### config.mk
export PLATFORM = sky130hd
export DESIGN_NAME = lockable_victim_sel
export DESIGN_NICKNAME = d
export VERILOG_FILES = /design/src/rtl/vsel_pkg.sv /design/src/rtl/vsel_pick.sv /design/src/rtl/vsel_fill_ctr.sv /design/src/rtl/lockable_victim_sel.sv
export SDC_FILE = /design/constraint.sdc
export NUM_CORES = 1
export LEC_CHECK = 0
export ABC_AREA = 1
export BUFFER_PORTS_ARGS = -buffer_cell sky130_fd_sc_hd__buf_2
export CAP_MARGIN = 20
export CORE_MARGIN = 4
export CORE_UTILIZATION = 30
export DETAILED_ROUTE_END_ITERATION = 16
export GPL_ROUTABILITY_DRIVEN = 0
export SLEW_MARGIN = 0
export SYNTH_ARGS = -nofsm -noshare
export SYNTH_HDL_FRONTEND = slang
export SYNTH_SLANG_ARGS = --single-unit
### constraint.sdc
create_clock -name clk -period 3.18 [get_ports clk]
set_clock_uncertainty 0.2 [all_clocks]
set_input_delay 0.318 -clock clk [delete_from_list [all_inputs] [get_ports clk]]
set_output_delay 0.318 -clock clk [all_outputs]
set_load 0.01 [all_outputs]
### src/rtl/vsel_pkg.sv
package vsel_pkg;
    localparam int WAYS  = 4;
    localparam int IDX_W = $clog2(WAYS);

    typedef logic [WAYS-1:0]  way_mask_t;
    typedef logic [IDX_W-1:0] way_idx_t;

    typedef struct packed {
        way_mask_t lock;
        way_idx_t  ptr;
    } sel_state_t;
endpackage

### src/rtl/vsel_pick.sv
module vsel_pick
    import vsel_pkg::*;
(
    input  way_mask_t lock_i,
    input  way_idx_t  ptr_i,
    output way_idx_t  idx_o,
    output way_mask_t onehot_o
);
    way_mask_t avail;

    // all barred: way 0 is released
    always_comb begin
        if (&lock_i) avail = way_mask_t'(1);
        else         avail = ~lock_i;
    end

    // search upward from ptr; lowest offset wins (WAYS is a power of two)
    always_comb begin
        idx_o = ptr_i;
        for (int k = WAYS - 1; k >= 0; k--) begin
            way_idx_t w;
            w = ptr_i + way_idx_t'(k);
            if (avail[w]) idx_o = w;
        end
    end

    for (genvar g = 0; g < WAYS; g++) begin : g_dec
        assign onehot_o[g] = (idx_o == way_idx_t'(g));
    end
endmodule

### src/rtl/vsel_fill_ctr.sv
module vsel_fill_ctr #(
    parameter int MAX_FILLS = 8,
    localparam int CW = $clog2(MAX_FILLS + 1)
) (
    input  logic          clk,
    input  logic          rst_n,
    input  logic          inc_i,
    input  logic          dec_i,
    output logic          idle_o,
    output logic [CW-1:0] cnt_o
);
    logic [CW-1:0] cnt_d, cnt_q;

    always_comb begin
        cnt_d = cnt_q;
        if (inc_i && !dec_i)      cnt_d = cnt_q + CW'(1);
        else if (dec_i && !inc_i) cnt_d = cnt_q - CW'(1);
    end

    always_ff @(posedge clk) begin
        if (!rst_n) cnt_q <= '0;
        else        cnt_q <= cnt_d;
    end

    assign idle_o = (cnt_q == '0);
    assign cnt_o  = cnt_q;

    p_no_overflow_r8: assert property (@(posedge clk) disable iff (!rst_n)
        (inc_i && !dec_i) |-> (cnt_q != CW'(MAX_FILLS)));
    p_no_underflow_r8: assert property (@(posedge clk) disable iff (!rst_n)
        (dec_i && !inc_i) |-> (cnt_q != '0));
endmodule

### src/rtl/lockable_victim_sel.sv
module lockable_victim_sel
    import vsel_pkg::*;
#(
    parameter int MAX_FILLS = 8,
    parameter int REG_W     = 32,
    localparam int CW = $clog2(MAX_FILLS + 1)
) (
    input  logic             clk,
    input  logic             rst_n,
    input  logic             cfg_wr_valid,
    input  logic [REG_W-1:0] cfg_wr_data,
    output logic             cfg_wr_ready,
    output logic [REG_W-1:0] cfg_rd_data,
    input  logic             alloc_req,
    input  logic             alloc_accept,
    output logic [IDX_W-1:0] victim_idx,
    output logic [WAYS-1:0]  victim_onehot,
    input  logic             fill_done
);
    sel_state_t    st_d, st_q;
    logic          take;
    logic          fill_idle;
    logic [CW-1:0] fill_cnt;
    way_idx_t      pick_idx;
    way_mask_t     pick_oh;

    assign take = alloc_req & alloc_accept;

    vsel_fill_ctr #(.MAX_FILLS(MAX_FILLS)) u_fill (
        .clk    (clk),
        .rst_n  (rst_n),
        .inc_i  (take),
        .dec_i  (fill_done),
        .idle_o (fill_idle),
        .cnt_o  (fill_cnt)
    );

    vsel_pick u_pick (
        .lock_i   (st_q.lock),
        .ptr_i    (st_q.ptr),
        .idx_o    (pick_idx),
        .onehot_o (pick_oh)
    );

    // writes wait for drained fills and for no fill starting now
    assign cfg_wr_ready = fill_idle & ~take;

    always_comb begin
        st_d = st_q;
        if (cfg_wr_valid && cfg_wr_ready) st_d.lock = cfg_wr_data[WAYS-1:0];
        if (take)                         st_d.ptr  = pick_idx + way_idx_t'(1);
    end

    always_ff @(posedge clk) begin
        if (!rst_n) st_q <= '0;
        else        st_q <= st_d;
    end

    assign cfg_rd_data   = {{(REG_W - WAYS){1'b0}}, st_q.lock};
    assign victim_idx    = pick_idx;
    assign victim_onehot = pick_oh;

    p_victim_free_r3: assert property (@(posedge clk) disable iff (!rst_n)
        (alloc_req && !(&st_q.lock)) |-> ((victim_onehot & st_q.lock) == '0));
    p_all_locked_r5: assert property (@(posedge clk) disable iff (!rst_n)
        (alloc_req && (&st_q.lock)) |-> (victim_idx == '0));
    p_onehot_r10: assert property (@(posedge clk) disable iff (!rst_n)
        alloc_req |-> ($countones(victim_onehot) == 1));
    p_write_held_r6: assert property (@(posedge clk) disable iff (!rst_n)
        (fill_cnt != '0) |=> $stable(st_q.lock));
    p_ptr_hold_r9: assert property (@(posedge clk) disable iff (!rst_n)
        !take |=> $stable(st_q.ptr));
endmodule

Word-level counts from Yosys, hierarchy flattened
Index checks and enable logic that the tools add are counted.
{"block": "word_totals", "ff_bits": 10, "out_inout_bits": 39, "word_cells": 44}
{"block": "classes", "n_addsub": 6, "n_lt_le_gt_ge": 4, "n_eq_ne": 3, "muxes": 15, "bitwise": 4, "reduce_logical": 9}
{"op": "$lt 2x3->1 const B", "n": 4}
{"op": "$mux 4", "n": 3}
{"op": "$bmux 1 s2", "n": 4}
{"op": "$mux 2", "n": 4}
{"op": "$add 2x1->2 const B", "n": 2}
{"op": "$add 2x2->2 const B", "n": 2}
{"op": "$add 4x1->4 const B", "n": 1}
{"op": "$eq 2x2->1 const B", "n": 2}
{"op": "$logic_not 4->1", "n": 1}
{"op": "$mux 1", "n": 4}
{"op": "$not 4->4", "n": 1}
{"op": "$reduce_and 4->1", "n": 1}
{"op": "$sub 4x1->4 const B", "n": 1}
{"op": "$logic_and 1x1->1", "n": 3}
{"op": "$and 1x1->1", "n": 2}
{"op": "$eq 2x1->1 const B", "n": 1}
{"op": "$logic_not 1->1", "n": 2}
{"op": "$logic_not 2->1", "n": 1}
{"op": "$reduce_bool 2->1", "n": 1}
{"op": "$not 1->1", "n": 1}

Longest topological paths before layout
{"block": "logic_depth", "depth_word": 9, "mapped_depth": 15, "mapped_depth_nobuf": 14}

Modules after synthesis
Synthesis repeated with hierarchy kept, for this count alone.
{"block": "hier_totals", "cells_unflattened": 167, "area_unflattened_um2": 1083.5}
{"mod": "lockable_victim_sel", "instances": 1, "cells_each": 81, "area_each_um2": 546.8, "seq_area_each_um2": 120.1}
{"mod": "vsel_fill_ctr", "instances": 1, "cells_each": 39, "area_each_um2": 275.3, "seq_area_each_um2": 80.1}
{"mod": "vsel_pick", "instances": 1, "cells_each": 47, "area_each_um2": 261.5, "seq_area_each_um2": 0.0}

Worst setup path before layout
No wires, ideal clock.
{"block": "synth_path", "kind": "input to register", "startpoint": "in alloc_req", "endpoint": "reg u_fill.cnt_q[3] (netlist: u_fill.cnt_o[3])", "setup_ps": 70, "arrival_time_ps": 1663, "required_ps": 2910, "setup_slack_ps": 1248, "stages": 11, "n_path_buf": 0, "cell_sequence": "nand2_1 -> inv_1 -> ha_1 -> inv_1 -> ha_1 -> nand2_1 -> nor2_1 -> a211oi_1 -> xor2_1 -> nand2_1 -> a21oi_1"}
{"block": "synth_via", "elab_chain_cells": 4}
{"item": "start, declared", "line": "lockable_victim_sel.sv:14", "text": "input logic alloc_req,"}
{"item": "$and 1x1->1 *", "line": "lockable_victim_sel.sv:27", "text": "assign take = alloc_req & alloc_accept;"}
{"item": "net take", "line": "lockable_victim_sel.sv:21", "text": "logic take;"}
{"item": "$logic_not 1->1", "line": "vsel_fill_ctr.sv:17", "text": "else if (dec_i && !inc_i) cnt_d = cnt_q - CW'(1);"}
{"item": "$logic_and 1x1->1", "line": "vsel_fill_ctr.sv:17"}
{"item": "$reduce_bool 2->1 (no source line)"}
{"item": "end signal, assigned", "line": "vsel_fill_ctr.sv:22", "text": "else cnt_q <= cnt_d;"}
{"item": "end, declared", "line": "vsel_fill_ctr.sv:12", "text": "logic [CW-1:0] cnt_d, cnt_q;"}
The timed path passes the listed nets; every way through them passes the cells marked *.
A chain may end at the register's enable or synchronous reset.

Worst setup path in the final report
{"block": "layout_path", "startpoint": "reg st_q[0] (netlist name)", "endpoint": "out victim_onehot[2]"}
{"block": "layout_via", "elab_chain_cells": 8}
{"item": "start, declared", "line": "lockable_victim_sel.sv:20", "text": "sel_state_t st_d, st_q;"}
{"item": "start signal, assigned", "line": "lockable_victim_sel.sv:56", "text": "else st_q <= st_d;"}
{"item": "$add 2x2->2", "line": "vsel_pick.sv:22", "text": "w = ptr_i + way_idx_t'(k);"}
{"item": "$bmux 1 s2", "line": "vsel_pick.sv:23", "text": "if (avail[w]) idx_o = w;"}
{"item": "$mux 1 (implied by the code)", "line": "vsel_pick.sv:23"}
{"item": "$mux 2 (3 in series)", "line": "vsel_pick.sv:23"}
{"item": "$mux 2 *", "line": "vsel_pick.sv:23"}
{"item": "$eq 2x2->1 *", "line": "vsel_pick.sv:28", "text": "assign onehot_o[g] = (idx_o == way_idx_t'(g));"}
{"item": "end, declared", "line": "lockable_victim_sel.sv:17", "text": "output logic [WAYS-1:0] victim_onehot,"}
Mark *: on every way between the ends. The rest lies on a longest branch, timed or not. The select of a mux whose other input is x is not followed.

==> flow_summary.yaml <==
routing:
  totalWireLength_mm: 1.69
  wl_met3_um: 102
  wl_met2_um: 839
  wl_met1_um: 713
  dr.pass1.iters: 3
  top_layer_used: "met4"
  drc: 0
  drt_iter0_drc: 8
  vias: 764
  vias_per_cell: 3.80
  ant_nets: 0
  wl_per_cell_um: 8.40
flow_run:
  maxCapViolations: 0
sta:
  hold_viol_final: 0
  rsz0062_at_grt: "false"
  setup-tns-final_ns: 0
  slew_violations: 0
  period_minus_slack_ns: 2.54
  setup_viol: 0
  fmax_ghz: 0.394
  fin_crit_sh_pct: 79.7
worst_hold_path:
  hold_depth: 3
  hold_path.class: "input pin to flop"
logic_synthesis:
  netlist_instances: 139
  yosysSeqAreaShare_pct: 20.9
  yosys.cell_types.count: 23
  yosys_warnings: 0
  synth_seq_cells: 10
  syn_area_um2: 957
  avgSynthCellArea_um2: 6.89
floorplan:
  core_area_um2: 3050
  row_count: 20
  ios: 77
  fp.dieArea_um2: 4160
  die_w_um: 64.5
  dieHeight_um: 64.5
  initial_utilization_pct: 31.4
run_status:
  status: "complete, no violations"
grt:
  grt_max_degree: 10
  grt_pass1_wl_mm: 2.79
  grt_util_all_layers_pct: 8.40
  antenna_found_initial: 0
  grt_pass1_vias: 653
  grt_remaining_overflow: 0
clock_network:
  cts_buffers: 3
  postCtsSetupBuffers: 0
  cts_root_buffer: "clkbuf_4"
  clock_tree.buffer_depth: 2
  cts_sinks: 10
  insertion_delay_ns: 0.27
  clk_pin_slew_worst_paths_ns: 0.07
  holdBufCountCts: 0
  cts_tree: "done"
  htree_levels: 1
  cts.repair.resized: 0
critical_path:
  crit_type: "flop to primary output"
  rr_worst_depth: 13
  critPathCaptureType: "primary output"
  worstPathArrival_ns: 2.02
  endpoint: "victim_onehot[2]"
  critPathLaunchType: "flop"
  rr_endpoint: "st_q[1]$_SDFFE_PN0N_"
  r2r_slack_ns: 1.07
  crit_fanout: 9
  rr_startpoint: "st_q[0]$_SDFFE_PN0N_"
  crit_start: "st_q[0]$_SDFFE_PN0N_"
  required_ns: 2.66
power_and_ir_drop:
  leakagePower_nw: 0.571
  power.density_nw_per_um2: 477
  ir_drop_uv: 204
placed_design:
  hpwl_mm: 1.42
  io_buffers: 20
  placed_area_um2: 962
final_layout:
  finish.instance_area_um2: 998
  drive_above_1_share_pct: 22.3
  diodes: 0
  layout.nets: 201
  final_common_cell: "conb_1"
  syn_to_final_growth_pct: 4.31
  mostFrequentLayoutCells: "28 x conb_1, 20 x nand2_1, 20 x buf_2"
[layer usage]
metal / vias to the layer above / GRT usage [%]
met3: 5 / 1.73
met2: 20 / 13.4
met5: - / 0
li1: 411 / -
met1: 328 / 10.8
met4: 0 / 3.96
[worst min path at each step]
stage / start / to
finish: cfg_wr_data[1] / cfg_rd_data[1]$_SDFFE_PN0P_
CTS: cfg_wr_data[0] / cfg_rd_data[0]$_SDFFE_PN0P_
global placement: u_fill.cnt_o[3]$_SDFFE_PN0P_ / u_fill.cnt_o[3]$_SDFFE_PN0P_
global route: cfg_wr_data[1] / cfg_rd_data[1]$_SDFFE_PN0P_
floorplan: rst_n / u_fill.cnt_o[3]$_SDFFE_PN0P_
detailed placement: u_fill.cnt_o[3]$_SDFFE_PN0P_ / u_fill.cnt_o[3]$_SDFFE_PN0P_
[synthesized netlist by cell type]
library cell | n | area [um2]
dfxtp_1 | 10 | 200
conb_1 | 1 | 3.75
nor2_1 | 10 | 37.5
a21oi_2 | 1 | 8.76
inv_4 | 1 | 6.26
nand2_2 | 2 | 12.5
nor3_1 | 1 | 5.00
o21ai_0 | 11 | 55.1
o21ai_1 | 1 | 5.00
xor2_2 | 1 | 16.3
buf_6 | 1 | 11.3
fa_1 | 1 | 20.0
nand2_4 | 1 | 11.3
xor2_1 | 3 | 26.3
inv_1 | 15 | 56.3
a211oi_1 | 1 | 7.51
a21oi_1 | 5 | 25.0
buf_4 | 32 | 240
nor2_2 | 2 | 12.5
nand3_1 | 12 | 60.1
nand2_1 | 20 | 75.1
inv_2 | 3 | 11.3
ha_1 | 4 | 50.1
[flip-flops by register name, indices dropped and copies added (netlist names)]
signal,count
cfg_rd_data,4
st_q,2
u_fill.cnt_o,4
[area by class of cell]
| type | count | area, um2 |
|---|---|---|
| sequential | 10 | 200 |
| clock buffer | 4 | 36.3 |
| multi-input combinational | 104 | 533 |
| tap | 44 | 55.1 |
| inverter | 19 | 73.8 |
| fill | 358 | 2050 |
| timing repair buffer | 20 | 100 |
[power breakdown]
part / internal, mW / switching [mW] / leakage (nW)
logic: 0.0749 / 0.124 / 0.467
clock network: 0.0696 / 0.0463 / 0.0210
registers: 0.142 / 0.0197 / 0.0825
total: 0.286 / 0.190 / 0.571
[stage by stage]
stage	hold WS, ns	instances	power (mW)	util [%]	setup slack, ns
after global placement	0.299	197	0.363	31.5	0.929
after global routing	0.125	201	0.524	32.7	0.401
final	0.101	201	0.476	32.7	0.644
after CTS	0.108	201	0.481	32.7	0.624
after floorplan	0.250	166	0.347	-	1.25
after detailed placement	0.303	197	0.365	31.5	0.915
[cells by family (layout without fill, tap and decap cells)]
kind of cell | Yosys count | count (layout) | share of synthesized area, %
AND/OR/NAND/NOR | 48 | 48 | 22.4
other | 1 | 28 | 0.392
buffers and inverters | 52 | 43 | 34.0
AO/OA/AOI/OAI | 19 | 19 | 10.6
XOR/XNOR | 4 | 4 | 4.45
adder cells (fa/ha/maj) | 5 | 5 | 7.32
flip-flops | 10 | 10 | 20.9
[worst max-delay path, cell delays in order (launching register included)]
cell,delay (ns)
dfxtp_1,0.55
inv_2,0.11
o21ai_1,0.19
nand2_1,0.09
nand2_1,0.08
inv_1,0.04
nand2_1,0.04
nand2_1,0.06
nand2_1,0.07
nand2_2,0.06
nand2_4,0.10
inv_4,0.05
ha_1,0.18
buf_2,0.14
(Power assumes the default switching activity.)
